--- src/rtl/wsq_pkg.sv ---
package wsq_pkg;

  typedef enum logic {
    WC_IDLE = 1'b0,
    WC_LOW  = 1'b1
  } wc_state_e;

endpackage

--- src/rtl/wsq_rst_sync.sv ---
module wsq_rst_sync (
  input  logic clk,
  input  logic rst_n,
  output logic rst_sync_n
);

  logic stage_q;
  logic out_q;

  always_ff @(posedge clk or negedge rst_n) begin
    if (!rst_n) begin
      stage_q <= 1'b0;
      out_q   <= 1'b0;
    end else begin
      stage_q <= 1'b1;
      out_q   <= stage_q;
    end
  end

  assign rst_sync_n = out_q;

endmodule

--- src/rtl/wsq_pwr_gate.sv ---
module wsq_pwr_gate #(
  parameter int PWRON_CYC = 500
) (
  input  logic clk,
  input  logic rst_n,
  input  logic supply_ok,
  output logic wr_ready
);

  localparam int LOCK_W = $clog2(PWRON_CYC + 1);
  localparam logic [LOCK_W-1:0] LOCK_END = LOCK_W'(PWRON_CYC);

  logic [LOCK_W-1:0] cnt_q;
  logic [LOCK_W-1:0] cnt_d;
  logic              cnt_en;

  assign wr_ready = (cnt_q == LOCK_END);

  always_comb begin
    cnt_en = 1'b0;
    cnt_d  = cnt_q;
    if (!supply_ok) begin
      cnt_en = 1'b1;
      cnt_d  = '0;
    end else if (!wr_ready) begin
      cnt_en = 1'b1;
      cnt_d  = cnt_q + LOCK_W'(1);
    end
  end

  always_ff @(posedge clk or negedge rst_n) begin
    if (!rst_n) begin
      cnt_q <= '0;
    end else if (cnt_en) begin
      cnt_q <= cnt_d;
    end
  end

endmodule

--- src/rtl/wsq_wr_cycle.sv ---
module wsq_wr_cycle
  import wsq_pkg::*;
#(
  parameter int ADDR_W     = 15,
  parameter int DATA_W     = 8,
  parameter int GLITCH_CYC = 3
) (
  input  logic              clk,
  input  logic              rst_n,
  input  logic              ce_n,
  input  logic              oe_n,
  input  logic              we_n,
  input  logic [ADDR_W-1:0] addr,
  input  logic [DATA_W-1:0] din,
  input  logic              wr_ready,
  output logic              wr_pulse,
  output logic [ADDR_W-1:0] wr_addr,
  output logic [DATA_W-1:0] wr_data
);

  localparam int LEN_W = $clog2(GLITCH_CYC + 1);
  localparam logic [LEN_W-1:0] LEN_MIN = LEN_W'(GLITCH_CYC);

  wc_state_e         state_q, state_d;
  logic [LEN_W-1:0]  len_q, len_d;
  logic              abort_q, abort_d;
  logic [ADDR_W-1:0] cap_addr_q, cap_addr_d;
  logic [DATA_W-1:0] cap_data_q, cap_data_d;
  logic              pulse_q, pulse_d;
  logic [ADDR_W-1:0] out_addr_q;
  logic [DATA_W-1:0] out_data_q;
  logic              win_low;
  logic              blocked;
  logic              long_enough;
  logic              close_win;

  assign win_low = !ce_n && !we_n;
  assign blocked = !oe_n || !wr_ready;

  generate
    if (GLITCH_CYC <= 1) begin : g_no_filter
      assign long_enough = 1'b1;
    end else begin : g_filter
      assign long_enough = (len_q >= LEN_MIN);
    end
  endgenerate

  always_comb begin
    state_d    = state_q;
    len_d      = len_q;
    abort_d    = abort_q;
    cap_addr_d = cap_addr_q;
    cap_data_d = cap_data_q;
    pulse_d    = 1'b0;
    close_win  = 1'b0;
    unique case (state_q)
      WC_IDLE: begin
        if (win_low) begin
          state_d    = WC_LOW;
          len_d      = LEN_W'(1);
          abort_d    = blocked;
          cap_addr_d = addr;
          cap_data_d = din;
        end
      end
      WC_LOW: begin
        if (win_low) begin
          if (len_q != LEN_MIN) begin
            len_d = len_q + LEN_W'(1);
          end
          abort_d    = abort_q || blocked;
          cap_data_d = din;
        end else begin
          state_d   = WC_IDLE;
          close_win = 1'b1;
          pulse_d   = !abort_q && long_enough && wr_ready;
        end
      end
      default: state_d = WC_IDLE;
    endcase
  end

  always_ff @(posedge clk or negedge rst_n) begin
    if (!rst_n) begin
      state_q    <= WC_IDLE;
      len_q      <= '0;
      abort_q    <= 1'b0;
      cap_addr_q <= '0;
      cap_data_q <= '0;
      pulse_q    <= 1'b0;
    end else begin
      state_q    <= state_d;
      len_q      <= len_d;
      abort_q    <= abort_d;
      cap_addr_q <= cap_addr_d;
      cap_data_q <= cap_data_d;
      pulse_q    <= pulse_d;
    end
  end

  always_ff @(posedge clk or negedge rst_n) begin
    if (!rst_n) begin
      out_addr_q <= '0;
      out_data_q <= '0;
    end else if (close_win) begin
      out_addr_q <= cap_addr_q;
      out_data_q <= cap_data_q;
    end
  end

  assign wr_pulse = pulse_q;
  assign wr_addr  = out_addr_q;
  assign wr_data  = out_data_q;

endmodule

--- src/rtl/wsq_rd_ctl.sv ---
module wsq_rd_ctl #(
  parameter int ADDR_W = 15
) (
  input  logic              clk,
  input  logic              rst_n,
  input  logic              ce_n,
  input  logic              oe_n,
  input  logic              we_n,
  input  logic [ADDR_W-1:0] addr,
  output logic              rd_en,
  output logic [ADDR_W-1:0] rd_addr,
  output logic              out_en
);

  logic              rd_cond;
  logic              rd_start;
  logic              cond_q;
  logic [ADDR_W-1:0] last_addr_q;
  logic              rd_en_q;
  logic [ADDR_W-1:0] rd_addr_q;

  assign rd_cond  = !ce_n && !oe_n && we_n;
  assign rd_start = rd_cond && (!cond_q || (addr != last_addr_q));

  always_ff @(posedge clk or negedge rst_n) begin
    if (!rst_n) begin
      cond_q      <= 1'b0;
      last_addr_q <= '0;
      rd_en_q     <= 1'b0;
    end else begin
      cond_q      <= rd_cond;
      last_addr_q <= addr;
      rd_en_q     <= rd_start;
    end
  end

  always_ff @(posedge clk or negedge rst_n) begin
    if (!rst_n) begin
      rd_addr_q <= '0;
    end else if (rd_start) begin
      rd_addr_q <= addr;
    end
  end

  assign rd_en   = rd_en_q;
  assign rd_addr = rd_addr_q;
  assign out_en  = cond_q;

endmodule

--- src/rtl/wr_strobe_qual.sv ---
module wr_strobe_qual #(
  parameter int ADDR_W     = 15,
  parameter int DATA_W     = 8,
  parameter int GLITCH_CYC = 3,
  parameter int PWRON_CYC  = 500
) (
  input  logic              clk,
  input  logic              rst_n,
  input  logic              supply_ok,
  input  logic              ce_n,
  input  logic              oe_n,
  input  logic              we_n,
  input  logic [ADDR_W-1:0] addr,
  input  logic [DATA_W-1:0] din,
  output logic              wr_pulse,
  output logic [ADDR_W-1:0] wr_addr,
  output logic [DATA_W-1:0] wr_data,
  output logic              rd_en,
  output logic [ADDR_W-1:0] rd_addr,
  output logic              out_en
);

  logic rst_sync_n;
  logic wr_ready;

  wsq_rst_sync u_rst (
    .clk        (clk),
    .rst_n      (rst_n),
    .rst_sync_n (rst_sync_n)
  );

  wsq_pwr_gate #(.PWRON_CYC(PWRON_CYC)) u_pwr (
    .clk       (clk),
    .rst_n     (rst_sync_n),
    .supply_ok (supply_ok),
    .wr_ready  (wr_ready)
  );

  wsq_wr_cycle #(
    .ADDR_W     (ADDR_W),
    .DATA_W     (DATA_W),
    .GLITCH_CYC (GLITCH_CYC)
  ) u_wr (
    .clk      (clk),
    .rst_n    (rst_sync_n),
    .ce_n     (ce_n),
    .oe_n     (oe_n),
    .we_n     (we_n),
    .addr     (addr),
    .din      (din),
    .wr_ready (wr_ready),
    .wr_pulse (wr_pulse),
    .wr_addr  (wr_addr),
    .wr_data  (wr_data)
  );

  wsq_rd_ctl #(.ADDR_W(ADDR_W)) u_rd (
    .clk     (clk),
    .rst_n   (rst_sync_n),
    .ce_n    (ce_n),
    .oe_n    (oe_n),
    .we_n    (we_n),
    .addr    (addr),
    .rd_en   (rd_en),
    .rd_addr (rd_addr),
    .out_en  (out_en)
  );

endmodule

--- config.mk ---
export PLATFORM = sky130hd
export DESIGN_NAME = wr_strobe_qual
export DESIGN_NICKNAME = d
export VERILOG_FILES = /design/src/rtl/wsq_pkg.sv /design/src/rtl/wsq_rst_sync.sv /design/src/rtl/wsq_pwr_gate.sv /design/src/rtl/wsq_wr_cycle.sv /design/src/rtl/wsq_rd_ctl.sv /design/src/rtl/wr_strobe_qual.sv
export SDC_FILE = /design/constraint.sdc
export NUM_CORES = 1
export LEC_CHECK = 0
export BUFFER_PORTS_ARGS = -buffer_cell sky130_fd_sc_hd__buf_2
export CORE_MARGIN = 2
export CORE_UTILIZATION = 54
export CTS_CLUSTER_DIAMETER = 150
export DETAILED_ROUTE_END_ITERATION = 16
export HOLD_SLACK_MARGIN = 0.02
export PLACE_DENSITY = 0.75
export SLEW_MARGIN = 10
export SYNTH_ARGS = -nofsm -noshare
export SYNTH_HDL_FRONTEND = slang
export SYNTH_SLANG_ARGS = --single-unit
--- constraint.sdc ---
create_clock -name clk -period 3.3 [get_ports clk]
set_clock_uncertainty 0.1 [all_clocks]
set_input_delay 0 -clock clk [delete_from_list [all_inputs] [get_ports clk]]
set_output_delay 0 -clock clk [all_outputs]
set_load 0.05 [all_outputs]
## Yosys cells after proc, flatten, opt, wreduce, memory -nomap -nowiden

Cells that the tools add are included.

- Bits in registers: 94
- Input bits: 29
- Output and inout port bits: 41
- Logic and storage cells: 62

- $add $sub $neg: 2
- Magnitude comparators: 1
- Equality and inequality tests: 7
- Mux-type cells: 17
- Bitwise operators: 1
- Reductions and logical operators: 19

Operator list:

| kind | count |
|---|---|
| 9-bit two-way mux | 2 |
| 15-bit != test | 1 |
| 9-bit by 1-bit adder with 9-bit output (second input constant) | 1 |
| 9-bit == test (second input constant) | 1 |
| 1-bit two-way mux | 9 |
| 8-bit two-way mux | 1 |
| 2-bit != test (second input constant) | 4 |
| 1-bit logical AND | 6 |
| 1-bit zero test | 6 |
| 2-bit two-way mux | 3 |
| 2-bit AND reduction | 3 |
| 2-bit case mux with 2 select lines | 1 |
| 1-bit logical OR | 3 |
| 3-bit AND reduction | 1 |
| 2-bit by 1-bit adder with 2-bit output (second input constant) | 1 |
| 2-bit greater-or-equal comparator (second input constant) | 1 |
| 2-bit by 1-bit != test with 1-bit output (second input constant) | 1 |
| 1-bit case mux with 2 select lines | 1 |
| 1-bit inverter | 1 |

## Depth between registers and ports, before layout

- Depth after elaboration: 6
- Depth in mapped cells: 7
- Gate-level depth less buffers: 7

## By module

From an unflattened synthesis, not the netlist that was laid out.

- Cell total of the unflattened synthesis: 238
- Area total of the unflattened synthesis: 3738.6 um2

By module, submodules not included:

| module | instances | cells each | area an instance (um2) | sequential area each (um2) |
|---|---|---|---|---|
| wsq_wr_cycle | 1 | 115 | 1989.4 | 1276.2 |
| wsq_rd_ctl | 1 | 71 | 1211.2 | 800.8 |
| wsq_pwr_gate | 1 | 49 | 484.2 | 225.2 |
| wsq_rst_sync | 1 | 3 | 53.8 | 50.0 |

## Worst setup path after synthesis

Ideal clock, no wire load.

- Path kind: register to register
- Start point: register u_rd.cond_q, in the netlist u_rd.out_en
- End point: register u_rd.rd_addr_q[10], in the netlist u_rd.rd_addr[10]
- Library setup time: 125 ps
- Data arrival time: 1544 ps
- Required time: 3075 ps
- Path slack: 1531 ps
- Cell stages (with the launch flop): 7
- Path buffers: 2
- Period minus slack after synthesis: 1769 ps
- Cells stage by stage: dfrtp_1 > nand4_1 > nor4_1 > nor2b_1 > buf_6 > buf_12 > mux2_4

- Word-level cells in the longest chain between the ends: 3

RTL lines:

| element | RTL line | RTL |
|---|---|---|
| from (decl) | wsq_rd_ctl.sv:17 | `logic cond_q;` |
| from (signal assigned) | wsq_rd_ctl.sv:31 | `cond_q <= rd_cond;` |
| 1-bit zero test | wsq_rd_ctl.sv:23 | `assign rd_start = rd_cond && (!cond_q \|\| (addr != last_addr_q));` |
| 1-bit logical OR | wsq_rd_ctl.sv:23 |  |
| 1-bit logical AND | wsq_rd_ctl.sv:23 |  |
| named net u_rd.rd_start | wsq_rd_ctl.sv:16 | `logic rd_start;` |
| to (signal assigned) | wsq_rd_ctl.sv:41 | `rd_addr_q <= addr;` |
| to (decl) | wsq_rd_ctl.sv:20 | `logic [ADDR_W-1:0] rd_addr_q;` |

The timed path passes the listed nets, and every way through them passes these cells.
A chain may end at the register's enable or synchronous reset.

## Worst setup path after layout

- Start point: input port ce_n
- End point: register u_rd.rd_addr_q[6], in the netlist u_rd.rd_addr[6]

- Word-level cells in the longest chain between the ends: 4

RTL lines:

| element | RTL line | RTL |
|---|---|---|
| from (decl) | wr_strobe_qual.sv:10 | `input logic ce_n,` |
| 1-bit zero test | wsq_rd_ctl.sv:22 | `assign rd_cond = !ce_n && !oe_n && we_n;` |
| 1-bit logical AND (2 in series) | wsq_rd_ctl.sv:22 |  |
| named net u_rd.rd_cond | wsq_rd_ctl.sv:15 | `logic rd_cond;` |
| 1-bit logical AND | wsq_rd_ctl.sv:23 |  |

The timed path passes the listed nets, and every way through them passes these cells.

==> results_dict.tcl <==
set metrics [dict create \
    status "finished clean" \
    pwr-share-clk_pct 25.8 \
    switchingPower_mw 1.06 \
    fp-row-count 29 \
    fill_cells 443 \
    die-height_um 86.1 \
    setup_violations 0 \
    grt_antenna_before_repair 0 \
    maxSlewHeadroom_pct 38.4 \
    cp-start-kind "input port" \
    crit_type "input port to flop" \
    dp_slack_ns 1.21 \
    cts_root_buf "clkbuf_8" \
    dpl.cell_count 383 \
    critPathMaxFanout 13 \
    crit_family "simple AND/OR/NAND/NOR gates" \
    netlist_instances 238 \
    rsz0062_at_grt "no" \
    ant_nets 0 \
    cts_tree "yes" \
    synth_area_mm2 0.00364 \
    fin_nets 379 \
    dp_hpwl_mm 4.28 \
    n_antenna_cell 0 \
    avgRoutedWirePerCell_um 15.3 \
    grt_use_total_pct 19.3 \
    pwr-share-comb_pct 27.7 \
    ys_top_cells_by_area "dfrtp_1, mux2_2, xnor2_1" \
    area_delta_synth_final_pct 26.2 \
    multi_input_comb_area_mm2 0.00123 \
    drtIter0Drc 61 \
    tightest_slew_ns 0.920 \
    report.final.hold_viol_count 0 \
    p_int_mw 2.05 \
    die_x_um 86.1 \
    routed.top_layer "met4" \
    min_period_ns 2.18 \
    numClockSinks 94 \
    period_share_pct 66.0 \
    drc 0 \
    cts_resized 0 \
    min_path_type "input port to flop" \
    drive_gt1_share_pct 43.8 \
    grt_max_degree 67 \
    cts.path.max_buffers 2 \
    ys_ff_latch 94 \
    required_ns 3.43 \
    first_pass_iters 3 \
    syn-num-nets 270 \
    setup_ws_ns 1.12 \
    vias 2207 \
    cts_setup_buffers 0 \
    maxCapViolations 0 \
    yosys.area.top_type_share_pct 64.6 \
    wl_mm 6.58 \
    htreeDepth 3 \
    stdcell_count 429 \
    total_power_mw 3.11 \
    dr_wl_met2_mm 3.29 \
    core_mm2 0.00642 \
    grt.overflow.total 0 \
    die-area_mm2 0.00741 \
    initial_utilization_pct 56.7 \
    synth_top_area_cell "dfrtp_1" \
    worstPathArrival_ns 2.31 \
    ir_drop_uv 365 \
    synth.distinct_cells 32 \
    p_sw_share_pct 34.1 \
    portBuffers 69 \
    ff_latch_area_mm2 0.00236 \
    worst-path-buf-inv 3 \
    grt_pass1_vias 2274 \
    holdBufCountCts 30 \
    place.gp.congestion 0.724 \
    power_density_mw_per_mm2 676 \
    critPathSlowestCell "nor2b_2" \
    wl_met1_mm 2.91 \
    grt_pass1_wl_mm 10.9 \
    cts_buffers 9 \
    fin_tns_setup_ns 0 \
    met3_length_um 247 \
    end_kind "flop" \
    viasPerCell 5.14 \
    worst_skew_pair.late_latency_ns 0.34 \
    ios 70 \
    avgSynthCellArea_um2 15.3 \
    ys_seq_area_share_pct 64.6 \
    slew_violations 0 \
    crit_chain "dlygate4sd3_1, buf_2, nor3b_1, nor2b_2, buf_4, mux2_4" \
    max_freq_ghz 0.459 \
    clkTransAtPathRegs_ns 0.09 \
    yosysWarnings 0 \
    leakagePower_nw 2.09 \
    seqPwrFrac_pct 46.4 \
    crit_path_max_incr_delay_ns 0.69 \
]
[per-stage QoR]
stage | area (um^2) | hold slack (ns) | util (%)
after global routing | 4590 | 0.244 | 71.5
after detailed placement | 4080 | -0.310 | 63.5
after CTS | 4590 | 0.234 | 71.5
after floorplan | 3640 | -0.396 | -
final | 4590 | 0.247 | 71.5
after global placement | 4080 | -0.314 | 63.5
[metal layers]
metal	GRT usage, %	vias up
met2	31.2	39
met4	8.80	0
met5	0	-
li1	-	1047
met1	25.2	1112
met3	3.95	9
[path summary, 6_finish.rpt]
path,startpoint,to,slack (ns),cells past startpoint
setup reg to reg,u_rd.last_addr_q[10]$_DFF_PN0_,u_rd.rd_addr[6]$_DFFE_PN0P_,1.21,6
setup / recovery,ce_n,u_rd.rd_addr[6]$_DFFE_PN0P_,1.12,6
min in group asynchronous,u_rst.rst_sync_n$_DFF_PN0_,u_wr.wr_addr[4]$_DFFE_PN0P_,0.33,0
hold reg to reg,u_rst.stage_q$_DFF_PN0_,u_rst.rst_sync_n$_DFF_PN0_,0.26,0
hold / removal,addr[9],u_rd.last_addr_q[9]$_DFF_PN0_,0.25,2
max in group asynchronous,u_rst.rst_sync_n$_DFF_PN0_,u_wr.wr_addr[13]$_DFFE_PN0P_,2.04,1
[sequential cells by signal (all words and copies together), names as in the netlist]
name	count
u_rst.stage_q	1
u_wr.wr_addr	15
u_wr.cap_data_q	8
u_rd.rd_addr	15
u_wr.wr_pulse	1
u_wr.state_q	1
u_rd.rd_en	1
u_pwr.cnt_q	9
u_wr.len_q	2
u_wr.wr_data	8
u_rd.out_en	1
u_rst.rst_sync_n	1
u_rd.last_addr_q	15
u_wr.abort_q	1
u_wr.cap_addr_q	15
[logic make-up (layout without fill, tap and decap cells)]
group	count (synthesis)	in the layout	share of synthesized area, %
compound gates	12	12	1.93
mux	63	63	20.4
buf+inv	10	124	1.79
flops	94	94	64.6
xor+xnor	19	19	4.57
other cells	1	1	0.103
fa+ha+maj	3	3	1.03
simple gates	36	36	5.57
[cell usage after synthesis]
cell type,count
nor2b_1,3
nor4b_1,1
or3_1,2
a22o_1,1
a31oi_1,1
xnor2_1,19
conb_1,1
mux2i_1,2
a21boi_0,2
and3_1,2
inv_1,4
nor2_1,4
nand4_1,5
buf_6,1
nand3_1,3
mux2_4,9
buf_2,3
and2_1,4
mux2_2,52
nor3_2,1
o21ai_0,5
ha_1,3
buf_12,1
clkbuf_1,1
o21ai_1,1
a21oi_1,2
nor4_1,1
nor3_1,1
dfrtp_1,94
nand4b_1,1
nor3b_1,1
nand2_1,7
[power groups by stage]
stage	Clock, mW	Combinational [mW]	Sequential, mW
after floorplan	0	0.220	1.87
after global placement	0	0.828	1.46
after detailed placement	0	0.839	1.47
after CTS	0.827	0.869	1.44
after global routing	0.869	0.906	1.47
final	0.802	0.861	1.44
[layout make-up]
| type | instances | area share (%) |
|---|---|---|
| clock inverter | 6 | 1.88 |
| multi-input combinational | 134 | 26.7 |
| tap | 77 | 2.10 |
| inverter | 4 | 0.327 |
| timing repair buffer | 104 | 14.9 |
| clock buffer | 10 | 2.78 |
| sequential | 94 | 51.3 |
[placed cells by master, fill, tap and decap left out, types with 2 or more instances in the layout]
cell / Yosys / final
and2_1: 4 / 4
buf_4: 0 / 5
inv_1: 4 / 4
a21oi_1: 2 / 2
mux2i_1: 2 / 2
clkinv_2: 0 / 2
nand4_1: 5 / 5
mux2_4: 9 / 9
xnor2_1: 19 / 19
buf_2: 3 / 69
nand3_1: 3 / 3
a21boi_0: 2 / 2
clkbuf_8: 0 / 9
dlygate4sd3_1: 0 / 30
dfrtp_1: 94 / 93
bufinv_16: 0 / 2
nor2b_1: 3 / 2
and3_1: 2 / 2
nor2_1: 4 / 4
ha_1: 3 / 3
mux2_2: 52 / 52
nand2_1: 7 / 7
o21ai_0: 5 / 5
or3_1: 2 / 2
Power figures use the tool's default switching activity.
